===== config.mk =====
export PLATFORM = sky130hd
export DESIGN_NAME = tag_frame_encoder
export DESIGN_NICKNAME = d
export VERILOG_FILES = /design/src/rtl/tag_frame_enc_pkg.sv /design/src/rtl/tfe_chip_pacer.sv /design/src/rtl/tfe_byte_shifter.sv /design/src/rtl/tfe_frame_seq.sv /design/src/rtl/tag_frame_encoder.sv
export SDC_FILE = /design/constraint.sdc
export NUM_CORES = 1
export LEC_CHECK = 0
export BUFFER_PORTS_ARGS = -buffer_cell sky130_fd_sc_hd__buf_4
export CORE_MARGIN = 2
export CORE_UTILIZATION = 40
export CTS_CLUSTER_SIZE = 20
export DETAILED_ROUTE_END_ITERATION = 8
export SYNTH_ARGS = -nofsm -noshare
export SYNTH_HDL_FRONTEND = slang
export SYNTH_SLANG_ARGS = --single-unit
export TNS_END_PERCENT = 10

===== constraint.sdc =====
create_clock -name clk -period 5.3 [get_ports clk]
set_input_delay 0 -clock clk [delete_from_list [all_inputs] [get_ports clk]]
set_output_delay 0 -clock clk [all_outputs]
set_load 0.01 [all_outputs]

===== src/rtl/tag_frame_enc_pkg.sv =====
package tag_frame_enc_pkg;
  typedef enum logic [3:0] {
    SEG_IDLE,
    SEG_PRE,
    SEG_SOF_LO,
    SEG_SOF_HI,
    SEG_WAIT,
    SEG_START,
    SEG_DATA,
    SEG_STOP,
    SEG_EOF_LO,
    SEG_EOF_HI
  } seg_t;
endpackage


===== src/rtl/tfe_chip_pacer.sv =====
module tfe_chip_pacer #(
  parameter int CHIPS = 4,
  parameter int BITW  = 5
) (
  input  logic            clk,
  input  logic            rst_n,
  input  logic            step,
  input  logic [BITW-1:0] seg_bits,
  output logic            bit_end,
  output logic            seg_end
);
  localparam int CW = (CHIPS > 1) ? $clog2(CHIPS) : 1;

  logic [CW-1:0]   chip_cnt;
  logic [BITW-1:0] bit_cnt;

  assign bit_end = (chip_cnt == CW'(CHIPS - 1));
  assign seg_end = bit_end && (bit_cnt == seg_bits - BITW'(1));

  always_ff @(posedge clk) begin
    if (!rst_n) begin
      chip_cnt <= '0;
      bit_cnt  <= '0;
    end else if (step) begin
      if (seg_end) begin
        chip_cnt <= '0;
        bit_cnt  <= '0;
      end else if (bit_end) begin
        chip_cnt <= '0;
        bit_cnt  <= bit_cnt + BITW'(1);
      end else begin
        chip_cnt <= chip_cnt + CW'(1);
      end
    end
  end


  chip_cnt_range_chk: assert property (@(posedge clk) disable iff (!rst_n)
    chip_cnt <= CW'(CHIPS - 1));
endmodule


===== src/rtl/tfe_byte_shifter.sv =====
module tfe_byte_shifter #(
  parameter int DATA_W = 8
) (
  input  logic              clk,
  input  logic              rst_n,
  input  logic              load,
  input  logic [DATA_W-1:0] load_data,
  input  logic              load_last,
  input  logic              shift,
  output logic              cur_bit,
  output logic              is_last
);
  logic [DATA_W-1:0] shreg;

  assign cur_bit = shreg[0];

  always_ff @(posedge clk) begin
    if (!rst_n) begin
      shreg   <= '0;
      is_last <= 1'b0;
    end else if (load) begin
      shreg   <= load_data;
      is_last <= load_last;
    end else if (shift) begin
      shreg <= shreg >> 1;
    end
  end


  load_shift_excl_chk: assert property (@(posedge clk) disable iff (!rst_n)
    !(load && shift));
endmodule


===== src/rtl/tfe_frame_seq.sv =====
module tfe_frame_seq
  import tag_frame_enc_pkg::*;
#(
  parameter int PRE_BITS = 20,
  parameter int MARK_LO  = 10,
  parameter int MARK_HI  = 2,
  parameter int DATA_W   = 8,
  parameter int BITW     = 5
) (
  input  logic            clk,
  input  logic            rst_n,
  input  logic            chip_en,
  input  logic            in_valid,
  input  logic            byte_bit,
  input  logic            byte_last,
  input  logic            bit_end,
  input  logic            seg_end,
  output logic [BITW-1:0] seg_bits,
  output logic            step,
  output logic            load,
  output logic            shift,
  output logic            in_ready,
  output logic            chip_out,
  output logic            busy
);
  seg_t state, eff, nxt;
  logic cur;

  always_comb begin
    eff = state;
    if (state == SEG_IDLE && in_valid && chip_en) eff = SEG_PRE;
    if (state == SEG_WAIT && in_valid)            eff = SEG_START;
  end

  assign in_ready = (state == SEG_WAIT);
  assign load     = in_ready && in_valid;
  assign step     = chip_en && (eff != SEG_IDLE) && (eff != SEG_WAIT);
  assign shift    = step && (eff == SEG_DATA) && bit_end;
  assign busy     = (state != SEG_IDLE);

  always_comb begin
    case (eff)
      SEG_PRE:                seg_bits = BITW'(PRE_BITS);
      SEG_SOF_LO, SEG_EOF_LO: seg_bits = BITW'(MARK_LO);
      SEG_SOF_HI, SEG_EOF_HI: seg_bits = BITW'(MARK_HI);
      SEG_DATA:               seg_bits = BITW'(DATA_W);
      default:                seg_bits = BITW'(1);
    endcase
  end

  always_comb begin
    case (eff)
      SEG_SOF_LO, SEG_START, SEG_EOF_LO: cur = 1'b0;
      SEG_DATA:                          cur = byte_bit;
      default:                           cur = 1'b1;
    endcase
  end

  always_comb begin
    nxt = eff;
    if (step && seg_end) begin
      case (eff)
        SEG_PRE:    nxt = SEG_SOF_LO;
        SEG_SOF_LO: nxt = SEG_SOF_HI;
        SEG_SOF_HI: nxt = SEG_WAIT;
        SEG_START:  nxt = SEG_DATA;
        SEG_DATA:   nxt = SEG_STOP;
        SEG_STOP:   nxt = byte_last ? SEG_EOF_LO : SEG_WAIT;
        SEG_EOF_LO: nxt = SEG_EOF_HI;
        default:    nxt = SEG_IDLE;
      endcase
    end
  end

  always_ff @(posedge clk) begin
    if (!rst_n) begin
      state    <= SEG_IDLE;
      chip_out <= 1'b1;
    end else begin
      state <= nxt;
      if (chip_en) chip_out <= step ? cur : 1'b1;
    end
  end


  hold_between_strobes_chk: assert property (@(posedge clk) disable iff (!rst_n)
    !chip_en |=> $stable(chip_out));

  idle_line_high_chk: assert property (@(posedge clk) disable iff (!rst_n)
    !busy |-> chip_out);

  ready_in_frame_chk: assert property (@(posedge clk) disable iff (!rst_n)
    in_ready |-> busy);

  start_chip_low_chk: assert property (@(posedge clk) disable iff (!rst_n)
    (load && chip_en) |=> !chip_out);
endmodule


===== src/rtl/tag_frame_encoder.sv =====
module tag_frame_encoder #(
  parameter int CHIPS    = 4,
  parameter int PRE_BITS = 20,
  parameter int MARK_LO  = 10,
  parameter int MARK_HI  = 2,
  parameter int DATA_W   = 8
) (
  input  logic              clk,
  input  logic              rst_n,
  input  logic              chip_en,
  input  logic              in_valid,
  input  logic [DATA_W-1:0] in_data,
  input  logic              in_last,
  output logic              in_ready,
  output logic              chip_out,
  output logic              busy
);
  localparam int MAXB01 = (PRE_BITS > MARK_LO) ? PRE_BITS : MARK_LO;
  localparam int MAXB23 = (DATA_W > MARK_HI) ? DATA_W : MARK_HI;
  localparam int MAXB   = (MAXB01 > MAXB23) ? MAXB01 : MAXB23;
  localparam int BITW   = $clog2(MAXB + 1);

  logic [BITW-1:0] seg_bits;
  logic step, load, shift, bit_end, seg_end, byte_bit, byte_last;

  tfe_chip_pacer #(.CHIPS(CHIPS), .BITW(BITW)) u_pacer (
    .clk(clk), .rst_n(rst_n), .step(step), .seg_bits(seg_bits),
    .bit_end(bit_end), .seg_end(seg_end)
  );

  tfe_byte_shifter #(.DATA_W(DATA_W)) u_shifter (
    .clk(clk), .rst_n(rst_n), .load(load), .load_data(in_data),
    .load_last(in_last), .shift(shift), .cur_bit(byte_bit), .is_last(byte_last)
  );

  tfe_frame_seq #(
    .PRE_BITS(PRE_BITS), .MARK_LO(MARK_LO), .MARK_HI(MARK_HI),
    .DATA_W(DATA_W), .BITW(BITW)
  ) u_seq (
    .clk(clk), .rst_n(rst_n), .chip_en(chip_en), .in_valid(in_valid),
    .byte_bit(byte_bit), .byte_last(byte_last), .bit_end(bit_end),
    .seg_end(seg_end), .seg_bits(seg_bits), .step(step), .load(load),
    .shift(shift), .in_ready(in_ready), .chip_out(chip_out), .busy(busy)
  );
endmodule


==> results of run 1 <==
-- routing by layer --
layer	up-vias	wire [um]	track usage, %	part of all wire [%]
met5	-	0	0	0
met4	0	32	6.49	1.1
met3	5	80	4.15	2.8
met2	17	1380	28.6	48
met1	553	1380	23.7	48
li1	611	-	-	-
-- worst register-to-register path: stages (launching register included) --
cell and delay (ps):
dfxtp_1 510, o41ai_1 830, nor2_1 390, nand2_1 320
nand2_1 90, a311oi_1 250
-- layout by cell type, fill, tap and decap left out, types with 4 or more instances in the layout --
cell type	instances
buf_4	15
o21ai_0	6
nor3_1	6
nand2b_1	5
nand3_1	16
a311oi_1	7
nor2_1	16
dfxtp_1	21
a21oi_1	5
nand2_1	15
mux2i_1	4
dlygate4sd3_1	10
-- power groups by stage --
| stage | combinational [mW] | sequential (mW) | clock [mW] |
|---|---|---|---|
| CTS | 0.0329 | 0.164 | 0.0812 |
| global route | 0.0368 | 0.165 | 0.0889 |
| finish | 0.0327 | 0.164 | 0.0796 |
| global placement | 0.0269 | 0.167 | 0 |
| floorplan | 0.0168 | 0.165 | 0 |
| detailed placement | 0.0272 | 0.167 | 0 |
-- synthesized netlist by cell type, types with 2 or more instances --
cell       instances  area (um2)
o21ai_0            6        30.0
mux2i_1            4        40.0
ha_1               2        25.0
o41ai_1            2        17.5
inv_1              3        11.3
nor4_1             3        18.8
dfxtp_1           21         420
o21bai_1           2        15.0
nand3_1           16        80.1
xor2_1             2        17.5
a211oi_1           3        22.5
a21oi_1            5        25.0
buf_2              5        25.0
nor2_1            16        60.1
a2111oi_0          2        17.5
a311oi_1           7        61.3
nand2b_1           5        31.3
nor3_1             6        30.0
nand2_1           15        56.3
or4_1              2        15.0
clkbuf_1           7        26.3
-- worst paths after layout --
| kind | from | to | slack (ps) | cells past startpoint |
|---|---|---|---|---|
| worst max-delay path | u_seq.state[3]$_SDFF_PN0_ | u_shifter.shreg[2]$_SDFFE_PN0P_ | 2810 | 5 |
| worst min-delay path | in_data[0] | u_shifter.shreg[0]$_SDFFE_PN0P_ | 5 | 3 |
| worst max register to register | u_seq.state[3]$_SDFF_PN0_ | u_shifter.shreg[2]$_SDFFE_PN0P_ | 2810 | 5 |
| worst min register to register | u_shifter.shreg[7]$_SDFFE_PN0P_ | u_shifter.shreg[7]$_SDFFE_PN0P_ | 480 | 2 |
-- cells by family after synthesis --
family,count (synthesis),share of synthesized area [%]
simple gates,70,28.4
compound gates,39,24.4
xor+xnor,3,2.13
flops,21,34.1
mux,4,3.25
buf+inv,17,5.69
fa+ha+maj,2,2.03
-- stage by stage --
| stage | cell area (um2) | total power, mW | hold slack (ps) |
|---|---|---|---|
| floorplan | 1230 | 0.182 | 144 |
| global placement | 1330 | 0.194 | 235 |
| detailed placement | 1330 | 0.195 | 259 |
| CTS | 1460 | 0.278 | 0.345 |
| global route | 1460 | 0.290 | 0.227 |
| finish | 1460 | 0.276 | 4.91 |
-- final cells by class --
class                   count  area (um2)  area share [%]
well taps                  33        41.3            2.84
multi-input cells         118         741            50.9
flip-flops and latches     21         420            28.9
clock buffers               4        26.3            1.80
repair buffers             25         213            14.6
inverters                   4        15.0            1.03
-- registers in the layout, indices dropped and copies added (netlist names) --
register,flops
u_seq.chip_out,1
u_seq.state,4
u_shifter.is_last,1
u_shifter.shreg,8
u_pacer.bit_cnt,5
u_pacer.chip_cnt,2
==> flow_metrics.tcl, run 1 <==
set metrics [dict create \
    p_clk_share_pct 28.8 \
    fmax_mhz 401 \
    vias 1186 \
    die_w_um 59.5 \
    nets 188 \
    h-tree-depth 1 \
    totalNegativeSetupSlack_ps 0 \
    power.share.combinational_pct 11.8 \
    power_leakage_nw 0.509 \
    place_inst 191 \
    cts_made_buffers 3 \
    hp-class "in2reg" \
    synthesis.instances 156 \
    setup_slack_ps 2810 \
    ys_types 43 \
    route.detailed.drc 0 \
    setup_viol 0 \
    boundaryPins 16 \
    avgViaCountPerCell 5.79 \
    pre_cts_slack_ps 2820 \
    initial_core_util_pct 41.3 \
    fin_cells 205 \
    critPathMaxStageDelay_ps 830 \
    grt_remaining_overflow 0 \
    coreArea_um2 2980 \
    power_density_nw_per_um2 190 \
    synth_seq_cells 21 \
    crit_path_end_kind "flip-flop" \
    track_usage_pct 18.0 \
    post_cts_buffers 0 \
    die_area_um2 3540 \
    grt_first_pass_wirelength_um 4910 \
    power_switching_uw 69.2 \
    switching_share_pct 25.0 \
    finalHoldViolCount 0 \
    crit_buf_inv 0 \
    synth_fp_nets 171 \
    dr.pass1.iters 4 \
    max_slew.worst_pin.slew_ps 785 \
    cpMostUsedCell "nand2_1" \
    slowest_stage "o41ai_1" \
    drtAntennaViolNets 0 \
    fin_skew_ps 5.63 \
    synth_seq_area_share_pct 34.1 \
    maxCapViolations 0 \
    cts.sinks 21 \
    clk_pin_slew_ps 120 \
    finalWirelength_um 2870 \
    seqPwrFrac_pct 59.4 \
    postLayoutCoreUtil_pct 48.9 \
    critPathKind "reg2reg" \
    place_hpwl_um 1930 \
    routedWlPerCell_um 14.0 \
    clk_latency_ps 310 \
    period_minus_slack_ps 2490 \
    ys.flop_type "dfxtp_1" \
    synthArstFlopShare_pct 0 \
    path_delay_family "compound AO/OA/AOI/OAI gates" \
    die_h_um 59.5 \
    drtIter0Drc 48 \
    required_ps 5520 \
    grt_start_max_net_pins 21 \
    areaGrowthSynthToFinish_pct 18.3 \
    cp_max_fo 18 \
    ys_warn_count 0 \
    drive_above_1_share_pct 12.8 \
    slew_headroom_pct 47.0 \
    status "finished clean" \
    ctsResizeCount 0 \
    cts_tree "yes" \
    port_buffers 15 \
    start_kind "flip-flop" \
    fillers 303 \
    synthesis.area_um2 1230 \
    synth-edff-count 0 \
    postCtsHoldBufs 10 \
    clockBufferDepth 2 \
    globalplace.congestion 0.776 \
    clockRootBuffer "clkbuf_4" \
    antenna_found_initial 0 \
    row_count 20 \
    diodes 0 \
    avgSynthCellArea_um2 7.89 \
    vdd_ir_drop_max_v 0.000110 \
    min_period_over_period_pct 47.0 \
    crit_chain "o41ai_1 -> nor2_1 -> nand2_1 -> nand2_1 -> a311oi_1" \
    rsz0062_at_grt "no" \
    cp.arrival_ps 2720 \
    finalMaxSlewViolations 0 \
    grt_pass1_vias 1136 \
    p_int_uw 207 \
]
Note: power is estimated with default switching activity, not from simulation.
==> run 2: changes to the inputs <==
- clock period: 5.3 -> 2.25 ns (I/O delays scaled with it)
==> run 2 against run 1 <==
Cell count is 5.9% higher. Clock skew is 4.6 ps lower. Die area stayed put. Non-clock buffer count is 12 higher. Maximum frequency is 15% higher. Sequential share of layout area is 1.7 points lower. Sequential cell count stayed put. Register-to-register slack worse by 2700 ps. Worst setup slack worse by 2700 ps. Clock-buffer cell count stayed put. Largest power group unchanged. Design area is 6.5% higher. Utilization is 3.2 points higher.
==> flow_metrics.tcl, run 2 (synthesis results as in run 1) <==
set metrics [dict create \
    pre_cts_slack_ps 48.0 \
    setup_slack_ps 88.0 \
    required_ps 2470 \
    largest_register_ff_count 8 \
    fillers 293 \
    seqPwrFrac_pct 58.7 \
    areaGrowthSynthToFinish_pct 26.0 \
    rr_startpoint "u_seq.state[1]$_SDFF_PN0_" \
    max_slew.worst_pin.slew_ps 495 \
    power.share.combinational_pct 13.2 \
    clockBufferDepth 2 \
    coreArea_um2 2980 \
    vias 1273 \
    power_leakage_nw 0.572 \
    regArea_um2 422 \
    diodes 0 \
    port_buffers 15 \
    track_usage_pct 18.5 \
    antenna_found_initial 0 \
    worstSetupEndpoint "u_pacer.bit_cnt[2]$_SDFFE_PN0P_" \
    grt_pass1_vias 1191 \
    route.detailed.drc 0 \
    cts.sinks 21 \
    maxCapViolations 0 \
    die_area_um2 3540 \
    r2r-end "u_pacer.bit_cnt[2]$_SDFFE_PN0P_" \
    p_clk_share_pct 28.1 \
    regMostFlops "u_shifter.shreg" \
    top_regs "u_shifter.shreg: 8 flops, u_pacer.bit_cnt: 5 flops, u_seq.state: 4 flops" \
    dr.pass1.iters 4 \
    initial_core_util_pct 41.3 \
    cp_max_fo 11 \
    clk_latency_ps 300 \
    drive_above_1_share_pct 18.5 \
    hp-class "in2reg" \
    finalHoldViolCount 0 \
    routedWlPerCell_um 13.7 \
    fmax_mhz 463 \
    startpoint "u_seq.state[1]$_SDFF_PN0_" \
    final_cell_mix "buf_4 (26), dfxtp_1 (20), nand3_1 (16), nor2_1 (16), nand2_1 (15)" \
    finalWirelength_um 2980 \
    fin_skew_ps 1.06 \
    critPathKind "reg2reg" \
    start_kind "flip-flop" \
    power_switching_uw 160 \
    multi_input_area_um2 742 \
    period_minus_slack_ps 2160 \
    grt_remaining_overflow 0 \
    nets 200 \
    status "finished clean" \
    clockRootBuffer "clkbuf_4" \
    slew_headroom_pct 66.6 \
    place_hpwl_um 2130 \
    power_density_nw_per_um2 420 \
    p_int_uw 492 \
    min_period_over_period_pct 96.1 \
    globalplace.congestion 0.869 \
    crit_path_end_kind "flip-flop" \
    rrSetupSlack_ps 90 \
    finalMaxSlewViolations 0 \
    vdd_ir_drop_max_v 0.000214 \
    cp.arrival_ps 2380 \
    boundaryPins 16 \
    grt_start_max_net_pins 18 \
    grt_first_pass_wirelength_um 5020 \
    clk_pin_slew_ps 120 \
    die_w_um 59.5 \
    rsz0062_at_grt "yes" \
    row_count 20 \
    cts_made_buffers 3 \
    switching_share_pct 24.6 \
    final_common_cell "buf_4" \
    setup_viol 0 \
    h-tree-depth 1 \
    post_cts_buffers 0 \
    r2r_cells 7 \
    die_h_um 59.5 \
    drtAntennaViolNets 0 \
    avgViaCountPerCell 5.87 \
    cts_tree "yes" \
    drtIter0Drc 56 \
    fin_hold_ws_ps 19.6 \
]
==> run 2: critical path, stage by stage, from the launching register on <==
cell	delay, ps
dfxtp_1	440
buf_4	210
o21a_1	180
o31a_1	290
o32ai_2	510
nor3_2	90
buf_4	170
nor3_1	190
==> run 2: routing by layer <==
layer	part of all wire, %	track usage (%)
met5	0	0
met4	1.2	8.12
met3	4.8	3.28
met2	47	30.6
met1	47	23.2
==> run 2: how the worst min path moves through the flow <==
stage	slack, ps	start	end	cells after the start
floorplan	140	in_last	u_shifter.is_last$_SDFFE_PN0N_	2
global placement	240	in_last	u_shifter.is_last$_SDFFE_PN0N_	3
detailed placement	250	in_last	u_shifter.is_last$_SDFFE_PN0N_	3
CTS	20	in_valid	u_shifter.shreg[7]$_SDFFE_PN0P_	3
global route	6	in_valid	u_shifter.shreg[7]$_SDFFE_PN0P_	3
finish	20	in_valid	u_shifter.shreg[7]$_SDFFE_PN0P_	3
==> run 2: what timing repair did <==
item / CTS / global route
endpoints found under the setup margin: 0 / 6
resized for setup: 0 / 2
endpoints found under the hold margin: 10 / 0
hold buffers: 11 / 0
==> run 2: area by class of cell <==
type,count,area share (%)
inverter,4,0.968
timing repair buffer,37,19.7
tap,33,2.66
sequential,21,27.2
multi-input combinational,118,47.8
clock buffer,4,1.69
==> run 2: power by group through the flow <==
| stage | sequential [mW] | clock, mW | combinational, mW |
|---|---|---|---|
| CTS | 0.383 | 0.189 | 0.0857 |
| global placement | 0.391 | 0 | 0.0698 |
| finish | 0.383 | 0.183 | 0.0861 |
| global route | 0.384 | 0.209 | 0.0949 |
| detailed placement | 0.391 | 0 | 0.0710 |
| floorplan | 0.389 | 0 | 0.0397 |
==> run 2: stage by stage <==
step / power [mW] / cell area, um2 / std cells / util, % / TNS [ps]
2_1_floorplan: 0.428 / 1230 / 156 / - / 0
3_3_place_gp: 0.460 / 1410 / 202 / 47.4 / 0
3_5_place_dp: 0.462 / 1410 / 202 / 47.4 / 0
4_1_cts: 0.657 / 1550 / 217 / 52.0 / 0
5_1_grt: 0.688 / 1550 / 217 / 52.1 / -114
6_report: 0.652 / 1550 / 217 / 52.1 / 0
